`src/rtl/psr_pkg.sv`:
```
package psr_pkg;
  localparam int PSR_W = 8;
  localparam int BIT_C = 0;
  localparam int BIT_Z = 1;
  localparam int BIT_I = 2;
  localparam int BIT_D = 3;
  localparam int BIT_R_LO = 4;
  localparam int BIT_R_HI = 5;
  localparam int BIT_V = 6;
  localparam int BIT_N = 7;

  // flags the execution unit may write
  localparam logic [PSR_W-1:0] ALU_MASK = 8'b1100_0011;
  // flags whose update marks validity
  localparam logic [PSR_W-1:0] RESULT_MASK = 8'b1100_0010;

  typedef enum logic [2:0] {
    CMD_NONE  = 3'd0,
    CMD_SET_C = 3'd1,
    CMD_CLR_C = 3'd2,
    CMD_SET_I = 3'd3,
    CMD_CLR_I = 3'd4,
    CMD_SET_D = 3'd5,
    CMD_CLR_D = 3'd6,
    CMD_SPARE = 3'd7
  } flag_cmd_e;
endpackage

```
`src/rtl/psr_cmd_decode.sv`:
```
module psr_cmd_decode
  import psr_pkg::*;
(
  input  logic [2:0]       cmd,
  output logic [PSR_W-1:0] set_vec,
  output logic [PSR_W-1:0] clr_vec
);
  flag_cmd_e op;

  always_comb begin
    op      = flag_cmd_e'(cmd);
    set_vec = '0;
    clr_vec = '0;
    case (op)
      CMD_SET_C: set_vec[BIT_C] = 1'b1;
      CMD_CLR_C: clr_vec[BIT_C] = 1'b1;
      CMD_SET_I: set_vec[BIT_I] = 1'b1;
      CMD_CLR_I: clr_vec[BIT_I] = 1'b1;
      CMD_SET_D: set_vec[BIT_D] = 1'b1;
      CMD_CLR_D: clr_vec[BIT_D] = 1'b1;
      default: ;
    endcase
  end
endmodule

```
`src/rtl/psr_flag_bit.sv`:
```
module psr_flag_bit #(
  parameter bit HAS_RESET = 1'b1,
  parameter bit RESET_VAL = 1'b0
) (
  input  logic clk,
  input  logic rst,
  input  logic load_en,
  input  logic load_val,
  input  logic force_set,
  input  logic cmd_set,
  input  logic cmd_clr,
  input  logic alu_en,
  input  logic alu_val,
  output logic q
);
  logic nxt;

  // priority: load, forced set, command set, command clear, ALU
  always_comb begin
    if (load_en)        nxt = load_val;
    else if (force_set) nxt = 1'b1;
    else if (cmd_set)   nxt = 1'b1;
    else if (cmd_clr)   nxt = 1'b0;
    else if (alu_en)    nxt = alu_val;
    else                nxt = q;
  end

  generate
    if (HAS_RESET) begin : g_rst
      always_ff @(posedge clk) begin
        if (rst) q <= RESET_VAL;
        else     q <= nxt;
      end
    end else begin : g_norst
      logic unused_rst;
      assign unused_rst = rst;
      always_ff @(posedge clk) q <= nxt;
    end
  endgenerate
endmodule

```
`src/rtl/psr_valid_track.sv`:
```
module psr_valid_track (
  input  logic clk,
  input  logic rst,
  input  logic load_en,
  input  logic result_upd,
  input  logic decimal_arith,
  output logic valid_q
);
  always_ff @(posedge clk) begin
    if (rst)             valid_q <= 1'b1;
    else if (load_en)    valid_q <= 1'b1;
    else if (result_upd) valid_q <= ~decimal_arith;
  end
endmodule

```
`src/rtl/psr_status_reg.sv`:
```
module psr_status_reg
  import psr_pkg::*;
#(
  parameter logic [1:0] RSVD_FILL = 2'b11
) (
  input  logic             clk,
  input  logic             rst,
  input  logic [PSR_W-1:0] alu_we,
  input  logic [PSR_W-1:0] alu_flags,
  input  logic             alu_decimal_op,
  input  logic [2:0]       cmd,
  input  logic             int_accept,
  input  logic             load_en,
  input  logic [PSR_W-1:0] load_byte,
  input  logic             irq_req,
  input  logic             brk_req,
  output logic [PSR_W-1:0] status_byte,
  output logic             flag_c,
  output logic             flag_z,
  output logic             flag_i,
  output logic             flag_d,
  output logic             flag_v,
  output logic             flag_n,
  output logic             flags_valid,
  output logic             int_take
);
  logic [PSR_W-1:0] set_vec, clr_vec;
  logic [PSR_W-1:0] alu_en;
  logic             result_upd;
  logic             unused_in;

  psr_cmd_decode u_dec (
    .cmd     (cmd),
    .set_vec (set_vec),
    .clr_vec (clr_vec)
  );

  assign alu_en     = alu_we & ALU_MASK;
  assign result_upd = |(alu_we & RESULT_MASK);
  assign unused_in  = ^{alu_we[BIT_R_HI:BIT_I], load_byte[BIT_R_HI:BIT_R_LO]};

  generate
    for (genvar b = 0; b < PSR_W; b++) begin : g_bit
      if (b == BIT_R_LO || b == BIT_R_HI) begin : g_rsvd
        assign status_byte[b] = RSVD_FILL[b-BIT_R_LO];
      end else begin : g_flag
        psr_flag_bit #(
          .HAS_RESET (b != BIT_D),
          .RESET_VAL (b == BIT_I)
        ) u_bit (
          .clk       (clk),
          .rst       (rst),
          .load_en   (load_en),
          .load_val  (load_byte[b]),
          .force_set ((b == BIT_I) ? int_accept : 1'b0),
          .cmd_set   (set_vec[b]),
          .cmd_clr   (clr_vec[b]),
          .alu_en    (alu_en[b]),
          .alu_val   (alu_flags[b]),
          .q         (status_byte[b])
        );
      end
    end
  endgenerate

  psr_valid_track u_valid (
    .clk           (clk),
    .rst           (rst),
    .load_en       (load_en),
    .result_upd    (result_upd),
    .decimal_arith (alu_decimal_op & status_byte[BIT_D]),
    .valid_q       (flags_valid)
  );

  assign flag_c   = status_byte[BIT_C];
  assign flag_z   = status_byte[BIT_Z];
  assign flag_i   = status_byte[BIT_I];
  assign flag_d   = status_byte[BIT_D];
  assign flag_v   = status_byte[BIT_V];
  assign flag_n   = status_byte[BIT_N];
  assign int_take = brk_req | (irq_req & ~flag_i);

  // decimal flag holds without load or decimal command
  a_r2_decimal_hold: assert property (@(posedge clk) disable iff (rst)
    (!load_en && cmd != CMD_SET_D && cmd != CMD_CLR_D) |=> $stable(flag_d));

  // no update request leaves the byte unchanged
  a_r4_idle_stable: assert property (@(posedge clk) disable iff (rst)
    (alu_we == '0 && cmd == CMD_NONE && !int_accept && !load_en) |=> $stable(status_byte));

  // carry command beats ALU carry
  a_r6_cmd_beats_alu: assert property (@(posedge clk) disable iff (rst)
    (!load_en && cmd == CMD_SET_C && alu_we[BIT_C] && !alu_flags[BIT_C]) |=> flag_c);

  // accepted interrupt sets mask
  a_r7_accept_masks: assert property (@(posedge clk) disable iff (rst)
    (int_accept && !load_en) |=> flag_i);

  // load copies all flag bits
  a_r8_load_copies: assert property (@(posedge clk) disable iff (rst)
    load_en |=> (status_byte[BIT_N:BIT_V] == $past(load_byte[BIT_N:BIT_V]) &&
                 status_byte[BIT_D:BIT_C] == $past(load_byte[BIT_D:BIT_C]) && flags_valid));

  // decimal arithmetic marks results invalid
  a_r9_decimal_invalid: assert property (@(posedge clk) disable iff (rst)
    (!load_en && alu_decimal_op && flag_d && (|(alu_we & RESULT_MASK))) |=> !flags_valid);
endmodule

```
`config.mk`:
```
export PLATFORM = sky130hd
export DESIGN_NAME = psr_status_reg
export DESIGN_NICKNAME = d
export VERILOG_FILES = /design/src/rtl/psr_pkg.sv /design/src/rtl/psr_cmd_decode.sv /design/src/rtl/psr_flag_bit.sv /design/src/rtl/psr_valid_track.sv /design/src/rtl/psr_status_reg.sv
export SDC_FILE = /design/constraint.sdc
export NUM_CORES = 1
export LEC_CHECK = 0
export ABC_CLOCK_PERIOD_IN_PS = 1250
export BUFFER_PORTS_ARGS = -buffer_cell sky130_fd_sc_hd__buf_2
export CAP_MARGIN = 20
export CORE_MARGIN = 2
export CORE_UTILIZATION = 25
export CTS_BUF_LIST = sky130_fd_sc_hd__clkbuf_16
export DETAILED_ROUTE_END_ITERATION = 7
export PLACE_DENSITY = 0.59
export SYNTH_ARGS = -nofsm -noshare
export SYNTH_HDL_FRONTEND = slang
export SYNTH_SLANG_ARGS = --single-unit
```
`constraint.sdc`:
```
create_clock -name clk -period 1.25 [get_ports clk]
set_input_delay 0.1875 -clock clk [delete_from_list [all_inputs] [get_ports clk]]
set_output_delay 0.1875 -clock clk [all_outputs]
set_load 0.03 [all_outputs]
```
### Word level (Yosys, flattened, before mapping)

Index checks and enable logic that the tools add are counted.
W data, S select, Z words.

* equality and inequality tests: 6
* multiplexer cells: 23
* bitwise gates (word level): 5
* reduce and logical (&&, ||, !) cells: 8

Operators by type and width (number)
* $mux W1: 23
* $eq A3 B3 Y1 const B: 3
* $reduce_bool A4 Y1: 2
* $eq A3 B2 Y1 const B: 2
* $reduce_bool A2 Y1: 3
* $eq A3 B1 Y1 const B: 1
* $reduce_bool A3 Y1: 1
* $reduce_or A3 Y1: 1
* $and A1 B1 Y1: 2
* $not A1 Y1: 2
* $reduce_or A2 Y1: 1
* $or A1 B1 Y1: 1

* flip-flop bits (word level): 7
* input bits: 34
* output and inout port bits: 16
* word-level logic and storage cells: 49

### Depth between registers and ports, before layout

Gate-level depths: netlist of the first run.

* depth after elaboration: 6
* gate-level depth with buffers: 4

### Hierarchy

From an unflattened synthesis of the first run, not the netlist that was laid out.

* cell total of the unflattened synthesis: 74
* area, all modules: 628.1 um2

By module, submodules not included
* psr_flag_bit (g_bit[0].g_flag.u_bit ...): times used 4, cells each 6, area each 58.8 um2, sequential area each 20.0 um2
* psr_cmd_decode: times used 1, cells each 17, area each 131.4 um2, sequential area each 0.0 um2
* psr_status_reg: times used 1, cells each 14, area each 91.3 um2, sequential area each 0.0 um2
* psr_flag_bit (g_bit[3].g_flag.u_bit): times used 1, cells each 8, area each 65.1 um2, sequential area each 30.0 um2
* psr_flag_bit (g_bit[2].g_flag.u_bit): times used 1, cells each 6, area each 60.1 um2, sequential area each 20.0 um2
* psr_valid_track: times used 1, cells each 5, area each 45.0 um2, sequential area each 20.0 um2

### Least setup slack after synthesis of the first run

OpenSTA, ideal clock, no wires.

* path type: register to register
* start: reg g_bit[3].g_flag.u_bit.q
* end: reg u_valid.valid_q
* library setup time: 124 ps
* data arrival time: 987 ps
* path slack: 139 ps
* stages on the path, launching flop included: 3
* buffers on the path: 0
* path through: edfxtp_1 a21oi_1 a2111o_1

* word-level cells in the longest chain between the ends: 2

Ends and longest elaborated chain
* from (decl): RTL line psr_flag_bit.sv:14 `output logic q`
* from (signal assigned): RTL line psr_flag_bit.sv:37 `always_ff @(posedge clk) q <= nxt;`
* $and A1 B1 Y1: RTL line psr_status_reg.sv:71 `.decimal_arith (alu_decimal_op & status_byte[BIT_D]),`
* $not A1 Y1: RTL line psr_valid_track.sv:12 `else if (result_upd) valid_q <= ~decimal_arith;`
* to (signal assigned): RTL line psr_valid_track.sv:12
* to (decl): RTL line psr_valid_track.sv:7 `output logic valid_q`

No other way between the ends.
A chain may end at the register's enable or synchronous reset.

### Final worst setup path of the first run

* start: reg g_bit[2].g_flag.u_bit.q
* end: out int_take

* word-level cells in the longest chain between the ends: 3

Ends and longest elaborated chain
* from (decl): RTL line psr_flag_bit.sv:14
* from (signal assigned): RTL line psr_flag_bit.sv:32 `else q <= nxt;`
* $not A1 Y1: RTL line psr_status_reg.sv:81 `assign int_take = brk_req | (irq_req & ~flag_i);`
* $and A1 B1 Y1: RTL line psr_status_reg.sv:81
* $or A1 B1 Y1: RTL line psr_status_reg.sv:81
* to (decl): RTL line psr_status_reg.sv:25 `output logic int_take`

No other way between the ends.

==> results of run 1 <==
-- sequential cells by signal, summed over array words and instances (netlist names) --
signal / cells
g_bit.g_flag.u_bit.q: 6
u_valid.valid_q: 1
-- power groups by stage --
stage          clock, mW  sequential [mW]  combinational (mW)
6_report           0.537            0.258               0.208
5_1_grt            0.571            0.260               0.224
4_1_cts            0.547            0.258               0.210
3_5_place_dp           0            0.262               0.209
3_3_place_gp           0            0.260               0.209
2_1_floorplan          0            0.295               0.121
-- layout by cell type, fill, tap and decap left out, drive strengths merged, types with 2 or more instances in the layout --
cell type and n:
nor2 5, dfxtp 6, a21oi 3, o21ai 3, clkbuf 3, conb 2, mux2 4, mux2i 3
nand2b 2, inv 3, buf 37, a21o 3
-- layer usage --
metal / track usage, % / vias up
li1: - / 227
met1: 8.73 / 191
met2: 15.0 / 28
met3: 6.27 / 4
met4: 8.57 / 0
met5: 0 / -
-- path summary, 6_finish.rpt --
| check | to | start |
|---|---|---|
| min reg2reg | u_valid.valid_q | u_valid.valid_q |
| max | int_take | g_bit[2].g_flag.u_bit.q |
| min | g_bit[1].g_flag.u_bit.q | load_byte[1] |
| max reg2reg | g_bit[0].g_flag.u_bit.q | g_bit[0].g_flag.u_bit.q |
-- kinds of logic (layout without fill, tap and decap cells) --
kind of cell	Yosys count	in the layout
AOI/OAI and AO/OA	12	12
xor gates and xnor gates	1	1
buffers and inverters	11	43
DFF	7	7
muxes	7	7
other	1	2
and+or+nand+nor	10	10
-- worst reg2reg max path: cells and delay by family (launching register included) --
kind	cells	cell delay, ps
multiplexers	1	260
flip-flops	1	300
AO/OA/AOI/OAI	2	250
-- cell type report --
| class | count | share of cell area, % |
|---|---|---|
| clock buffer | 3 | 11.3 |
| clock inverter | 1 | 0.563 |
| inverter | 2 | 1.13 |
| multi-input combinational | 32 | 33.6 |
| sequential | 7 | 22.5 |
| tap | 17 | 3.19 |
| timing repair buffer | 37 | 27.8 |
-- metrics by stage --
step | hold slack, ps | setup WS, ps | total power, mW | area (um2) | cells
finish | 193 | 98.8 | 1.00 | 667 | 99
global route | 220 | 44.7 | 1.05 | 667 | 99
CTS | 194 | 90.6 | 1.01 | 667 | 99
detailed placement | 432 | 167 | 0.471 | 588 | 95
global placement | 425 | 186 | 0.469 | 588 | 95
floorplan | 260 | 139 | 0.416 | 447 | 50
==> key figures, run 1 <==
Setup path
  • Worst setup path class: flip-flop to output port
  • CP Capture Type: output port
  • Slowest library cell on the worst path: dfxtp_1
  • Max incr delay on CP: 370 ps
  • Worst R2R Setup Slack: 300 ps
  • CP max FO: 5
  • Stages on worst setup path: 3
  • Bufs and invs on worst path: 2
  • Worst R2R Path Depth: 3
  • Ordered list of cells on the worst path: inv_1 -> a21o_1 -> buf_2
  • Startpoint types: flip-flop
  • Delay-heaviest family, CP: flip-flops
  • WP data arrival: 960 ps
  • WP data required: 1060 ps

CTS
  • Root Buffer: clkbuf_16
  • Post-CTS setup buffers: 0
  • Clk_lat worst skew: 230 ps
  • Clock sinks: 7
  • Longest Clk Path Bufs: 2
  • CTS tree: built
  • CTS buffer count: 3
  • H-tree depth: 1
  • Worst-path clk slew: 40 ps
  • Number of gates resized after cts: 0
  • Hold-fix buffer count after cts: 0

Logic synthesis
  • Leading area contributor after synthesis: dfxtp_1
  • Post-synthesis compound-gate area fraction: 18.1%
  • Post-synth top cells: buf_4, dfxtp_1, nor2_1, mux2_2
  • Synth async-reset ratio: 0%
  • Main combinational cell family by area after synthesis: compound AO/OA/AOI/OAI gates
  • XOR/XNOR share of the synthesized area: 1.98%
  • Area contributors post-synth: dfxtp_1, buf_4, mux2_2
  • Mean Syn Cell Area: 9.04 um2
  • Mapped Area: 443 um2
  • #FFs+latches synth: 7
  • Top-count cell post-synth: buf_4
  • Post-synthesis sequential area ratio: 33.9%
  • Simple-gate area share of the yosys netlist: 11.9%
  • Yosys cell types: 20
  • Mapped Cells: 49
  • Mux contribution to synthesized area: 16.9%
  • Synth warnings: 0
  • Number of synthesized flops with an enable pin: 1
  • Synth Area in Adders: 0%
  • Top cell type's share of synthesized area: 27.1%
  • Top_reg_cell synth: dfxtp_1

Timing
  • Max Freq: 0.869 GHz
  • Final Slew Violations: 0
  • Skew final: 0.0838 ps
  • Hold Fails Final Rpt: 0
  • Final setup viols: 0
  • Tmin final: 1150 ps
  • RSZ-0062 raised after global routing: no
  • Total negative slack: 0 ps
  • Final cycle utilization of the critical path: 92.1%

Routing
  • First drt pass iteration count: 4
  • DR WL met2: 415 um
  • Initial drt markers: 5
  • Antenna-violating nets left: 0
  • DRC errors left: 0
  • Routed WL: 972 um
  • DR vias: 450
  • WL met3: 132 um
  • Top routing layer in use: met4
  • Metal-1 WL: 404 um
  • Via density: 4.55
  • WL/cell: 9.82 um

Job
  • Max-cap violations: 0

Power
  • Power density cells: 1500 nW/um2
  • Leakage: 0.360 nW
  • Gate power share: 20.8%
  • Sw frac: 25.9%
  • Worst IR Drop VDD: 0.630 mV
  • Clock share of power: 53.5%
  • Internal power: 0.743 mW
  • Reg power frac: 25.7%
  • Net Switching: 0.260 mW

Cells and area
  • Multi-input logic area: 224 um2
  • Register area: 150 um2
  • Fillers: 179
  • ANT cells: 0
  • Ratio of cells with drive above 1 in the final layout: 54.9%
  • Synthesis-to-layout area growth: 50.6%
  • Utilization after layout: 39.5%
  • Final-stage net count: 117

Global routing
  • Total Routing Usage GR: 9.77%
  • Number of global-route vias before repair: 360
  • Initial antenna violation count: 0
  • First-pass GRT wire length: 1340 um
  • Largest net degree at the start of global routing: 12
  • GR Overflow Total: 0

Floorplanning
  • Die Width: 46.1 um
  • Core footprint: 1690 um2
  • Die area: 2120 um2
  • Starting Density: 26.2%
  • Row count: 15
  • Ports: 50
  • Die height: 46.1 um

Hold path
  • Hold path depth: 3
  • Worst Hold Class: input port to flip-flop

Place
  • Port Buf Inserts: 37
  • Gpl congestion: 0.734

Status
  • Status: finished, final reports clean
(Power assumes the default switching activity.)
==> run 2, diff against run 1 <==
--- a/config.mk
+++ b/config.mk
@@ -5,6 +5,7 @@
 export SDC_FILE = /design/constraint.sdc
 export NUM_CORES = 1
 export LEC_CHECK = 0
+export ABC_AREA = 1
 export ABC_CLOCK_PERIOD_IN_PS = 1250
 export BUFFER_PORTS_ARGS = -buffer_cell sky130_fd_sc_hd__buf_2
 export CAP_MARGIN = 20
==> key figures, run 2 <==
CTS
  • Longest Clk Path Bufs: 2
  • Hold-fix buffer count after cts: 0
  • Worst-path clk slew: 40 ps
  • CTS buffer count: 3
  • Clock sinks: 7
  • Post-CTS setup buffers: 0
  • Root Buffer: clkbuf_16
  • CTS tree: built
  • Clk_lat worst skew: 230 ps
  • H-tree depth: 1
  • Number of gates resized after cts: 0

Cells and area
  • ANT cells: 0
  • Final-stage net count: 139
  • Largest registers: g_bit.g_flag.u_bit.q x6, u_valid.valid_q x1
  • Ratio of cells with drive above 1 in the final layout: 40.4%
  • Fillers: 192
  • Most common cell after layout, fill and taps aside: buf_2
  • Top reg by flops: g_bit.g_flag.u_bit.q
  • Multi-input logic area: 198 um2
  • Register area: 150 um2
  • Max reg flops: 6
  • Most frequent cells in the layout: buf_2, nand2_1, inv_1, nand3_1
  • Synthesis-to-layout area growth: 53.2%

Routing
  • Antenna-violating nets left: 0
  • First drt pass iteration count: 4
  • Initial drt markers: 7
  • Via density: 4.06
  • WL/cell: 8.34 um
  • DR vias: 524
  • Routed WL: 1080 um
  • DRC errors left: 0

Status
  • Status: finished, final reports clean

Floorplanning
  • Die Width: 46.4 um
  • Die area: 2150 um2
  • Die height: 46.4 um
  • Starting Density: 26.3%
  • Ports: 50
  • Core footprint: 1710 um2
  • Row count: 15

Logic synthesis
  • Synth warnings: 0
  • Leading area contributor after synthesis: dfxtp_1
  • Post-synthesis sequential area ratio: 33.4%
  • Mapped Area: 449 um2
  • Yosys cell types: 15
  • Top_reg_cell synth: dfxtp_1
  • Synth async-reset ratio: 0%
  • Mean Syn Cell Area: 6.42 um2
  • Top-count cell post-synth: nand2_1
  • Top cell type's share of synthesized area: 26.7%
  • #FFs+latches synth: 7
  • Area contributors post-synth: dfxtp_1, buf_4, nand2_1
  • Number of synthesized flops with an enable pin: 1
  • Mapped Cells: 70
  • Post-synth top cells: nand2_1, inv_1, buf_4, nand3_1

Place
  • Port Buf Inserts: 37
  • Place WS: 326 ps
  • Gpl congestion: 0.697
  • DPL Wire Length: 916 um

Global routing
  • GR Overflow Total: 0
  • First-pass GRT wire length: 1610 um
  • Gr busiest metal: met2
  • Number of global-route vias before repair: 441
  • Initial antenna violation count: 0
  • Largest net degree at the start of global routing: 7
  • Total Routing Usage GR: 10.8%
  • Met2 Use GR: 19.2%
  • GR Layer Usage met1: 10.3%
  • GR Util met3: 4.31%

Setup path
  • Worst setup path class: flip-flop to output port
  • Crit Reg-Reg Startpoint: g_bit[2].g_flag.u_bit.q
  • Crit path from: g_bit[2].g_flag.u_bit.q
  • Setup crit end: int_take
  • WP data arrival: 970 ps
  • WP data required: 1060 ps
  • CP max FO: 4
  • Startpoint types: flip-flop
  • Worst R2R Setup Slack: 480 ps
  • R2R Path End: g_bit[2].g_flag.u_bit.q
  • CP Capture Type: output port
  • Worst R2R Path Depth: 6

Job
  • Max-cap violations: 0

Timing
  • Final Slew Violations: 0
  • Skew final: 0.0774 ps
  • Final cycle utilization of the critical path: 92.5%
  • RSZ-0062 raised after global routing: no
  • Tmin final: 1160 ps
  • Hold Fails Final Rpt: 0
  • Final setup viols: 0
  • Total negative slack: 0 ps
  • Max Freq: 0.865 GHz
  • Fin worst setup slack: 94.1 ps

Power
  • Worst IR Drop VDD: 0.413 mV
  • Leakage: 0.404 nW
  • Power density cells: 1460 nW/um2

Hold path
  • Worst Hold Class: input port to flip-flop
-- run 2: cell families (layout without fill, tap and decap cells) --
kind of cell	Yosys count	after routing	share of synthesized area (%)
other cells	1	2	0.835
compound gates	12	12	13.9
buf+inv	20	53	23.4
simple gates	30	30	28.4
flops	7	7	33.4
-- run 2: power breakdown --
part / switching, mW / total (mW) / leakage (nW) / internal (mW)
registers: 0.00996 / 0.258 / 0.0598 / 0.249
clock network: 0.117 / 0.532 / 0.0423 / 0.416
logic: 0.143 / 0.214 / 0.302 / 0.0713
-- run 2: critical path: stages (launching register included) --
cell     delay [ps]
dfxtp_1         360
inv_1            70
a21o_1          150
buf_2           170
-- run 2: how the worst min path moves through the flow --
stage,start,to,slack [ps],depth (start not counted)
after floorplan,rst,g_bit[2].g_flag.u_bit.q,280,2
after global placement,load_byte[2],g_bit[2].g_flag.u_bit.q,400,3
after detailed placement,load_byte[2],g_bit[2].g_flag.u_bit.q,410,3
after CTS,load_byte[2],g_bit[2].g_flag.u_bit.q,180,3
after global routing,load_byte[2],g_bit[2].g_flag.u_bit.q,190,3
final,load_byte[2],g_bit[2].g_flag.u_bit.q,170,3
-- run 2: stage by stage --
stage | utilization, % | power, mW | hold slack (ps) | cell area [um2] | instances
after global routing | 40.3 | 1.06 | 191 | 688 | 129
after global placement | 35.7 | 0.476 | 400 | 609 | 125
final | 40.3 | 1.00 | 174 | 688 | 129
after CTS | 40.3 | 1.02 | 175 | 688 | 129
after floorplan | - | 0.420 | 283 | 453 | 71
after detailed placement | 35.7 | 0.477 | 412 | 609 | 125
-- run 2: area by class of cell --
type / count / area share [%]
clock buffer: 3 / 10.9
clock inverter: 1 / 0.545
inverter: 12 / 6.55
multi-input combinational: 44 / 28.7
sequential: 7 / 21.8
tap: 25 / 4.55
timing repair buffer: 37 / 26.9
-- run 2: layer usage --
| layer | vias up | wire (um) |
|---|---|---|
| li1 | 278 | - |
| met1 | 213 | 462 |
| met2 | 31 | 476 |
| met3 | 2 | 120 |
| met4 | 0 | 15 |
| met5 | - | 0 |
==> run 3, diff against run 2 <==
--- a/config.mk
+++ b/config.mk
@@ -9,11 +9,13 @@
 export ABC_CLOCK_PERIOD_IN_PS = 1250
 export BUFFER_PORTS_ARGS = -buffer_cell sky130_fd_sc_hd__buf_2
 export CAP_MARGIN = 20
+export CELL_PAD_IN_SITES_DETAIL_PLACEMENT = 1
+export CELL_PAD_IN_SITES_GLOBAL_PLACEMENT = 1
 export CORE_MARGIN = 2
-export CORE_UTILIZATION = 25
+export CORE_UTILIZATION = 19
 export CTS_BUF_LIST = sky130_fd_sc_hd__clkbuf_16
 export DETAILED_ROUTE_END_ITERATION = 7
-export PLACE_DENSITY = 0.59
+export PLACE_DENSITY = 0.73
 export SYNTH_ARGS = -nofsm -noshare
 export SYNTH_HDL_FRONTEND = slang
 export SYNTH_SLANG_ARGS = --single-unit
==> key figures, run 3 (synthesis results as in run 2) <==
Floorplanning
  • Die height: 52.6 um
  • Ports: 50
  • Die area: 2770 um2
  • Starting Density: 20.1%
  • Core footprint: 2230 um2
  • Row count: 17
  • Die Width: 52.6 um

Timing
  • Final setup viols: 0
  • Max Freq: 0.857 GHz
  • RSZ-0062 raised after global routing: no
  • Skew final: 0.139 ps
  • Tmin final: 1170 ps
  • Final cycle utilization of the critical path: 93.3%
  • Fin worst setup slack: 83.2 ps
  • Total negative slack: 0 ps
  • Hold Fails Final Rpt: 0
  • Worst hold slack: 173 ps
  • Final Slew Violations: 0

Routing
  • Initial drt markers: 5
  • Via density: 4.16
  • Routed WL: 1290 um
  • WL/cell: 9.80 um
  • DR vias: 549
  • Antenna-violating nets left: 0
  • First drt pass iteration count: 3
  • DRC errors left: 0

Cells and area
  • Synthesis-to-layout area growth: 54.0%
  • ANT cells: 0
  • Most common cell after layout, fill and taps aside: buf_2
  • Post-Layout Cell Count: 132
  • Max reg flops: 6
  • Fillers: 304
  • Ratio of cells with drive above 1 in the final layout: 40.4%
  • Final-stage net count: 139
  • Top reg by flops: g_bit.g_flag.u_bit.q
  • Fin area: 692 um2
  • Largest registers: g_bit.g_flag.u_bit.q x6, u_valid.valid_q x1
  • Most frequent cells in the layout: buf_2, nand2_1, inv_1, nand3_1

Place
  • Cell Area, Placed: 613 um2
  • DPL Wire Length: 1120 um
  • Gpl congestion: 0.727
  • Place WS: 300 ps
  • Placed cells: 128
  • Port Buf Inserts: 37

Power
  • Clock share of power: 52.9%
  • Sw frac: 27.3%
  • Gate power share: 21.3%
  • Reg power frac: 25.7%
  • Leakage: 0.404 nW
  • Worst IR Drop VDD: 0.536 mV
  • Power density cells: 1460 nW/um2
  • Net Switching: 0.276 mW
  • Internal power: 0.736 mW

Setup path
  • Crit path from: g_bit[2].g_flag.u_bit.q
  • WP data arrival: 980 ps
  • WP data required: 1060 ps
  • Worst setup path class: flip-flop to output port
  • Startpoint types: flip-flop
  • CP Capture Type: output port
  • CP max FO: 4
  • Crit Reg-Reg Startpoint: g_bit[2].g_flag.u_bit.q

CTS
  • CTS tree: built
  • CTS buffer count: 3
  • Clock sinks: 7
  • Worst-path clk slew: 40 ps
  • Longest Clk Path Bufs: 2
  • Number of gates resized after cts: 0
  • Root Buffer: clkbuf_16
  • Post-CTS setup buffers: 0
  • Hold-fix buffer count after cts: 0
  • H-tree depth: 1
  • Clk_lat worst skew: 230 ps

Global routing
  • Total Routing Usage GR: 10.2%
  • Initial antenna violation count: 0
  • First-pass GRT wire length: 1950 um
  • Largest net degree at the start of global routing: 7
  • Number of global-route vias before repair: 485
  • GR Overflow Total: 0

Hold path
  • Worst Hold Class: input port to flip-flop
  • Hold Startpoint: load_byte[2]

Status
  • Status: finished, final reports clean

Job
  • Max-cap violations: 0
-- run 3: power groups by stage --
| stage | clock [mW] | combinational (mW) | sequential [mW] |
|---|---|---|---|
| global placement | 0 | 0.214 | 0.263 |
| floorplan | 0 | 0.122 | 0.298 |
| global route | 0.559 | 0.238 | 0.263 |
| CTS | 0.545 | 0.219 | 0.261 |
| finish | 0.535 | 0.216 | 0.260 |
| detailed placement | 0 | 0.218 | 0.264 |
-- run 3: per-layer routing --
| layer | up-vias | part of all wire (%) | track usage (%) |
|---|---|---|---|
| met5 | - | 0 | 0 |
| met4 | 0 | 3.2 | 8.97 |
| met3 | 5 | 12 | 2.86 |
| met2 | 35 | 42 | 16.3 |
| met1 | 232 | 42 | 10.9 |
| li1 | 277 | - | - |
-- run 3: cell type report --
type	instances	area, um2	area share, %
sequential	7	150	21.7
timing repair buffer	37	185	26.8
clock buffer	3	75.1	10.8
clock inverter	1	3.75	0.542
tap	28	35.0	5.06
inverter	12	45.0	6.51
multi-input combinational	44	198	28.6
-- run 3: metrics by stage --
stage               utilization (%)  total power [mW]
floorplan                         -             0.420
finish                         31.0              1.01
detailed placement             27.5             0.483
CTS                            31.0              1.02
global route                   31.0              1.06
global placement               27.5             0.477
-- run 3: final timing paths --
check                            endpoint  slack [ps]  cells after the start
setup / recovery                 int_take          80                      3
hold / removal    g_bit[2].g_flag.u_bit.q         170                      3
setup reg to reg  g_bit[2].g_flag.u_bit.q         470                      6
hold reg to reg           u_valid.valid_q         480                      2
-- run 3: worst max-delay path, stage by stage, from the launching register on --
cell	delay [ps]
dfxtp_1	360
inv_1	70
a21o_1	150
buf_2	170
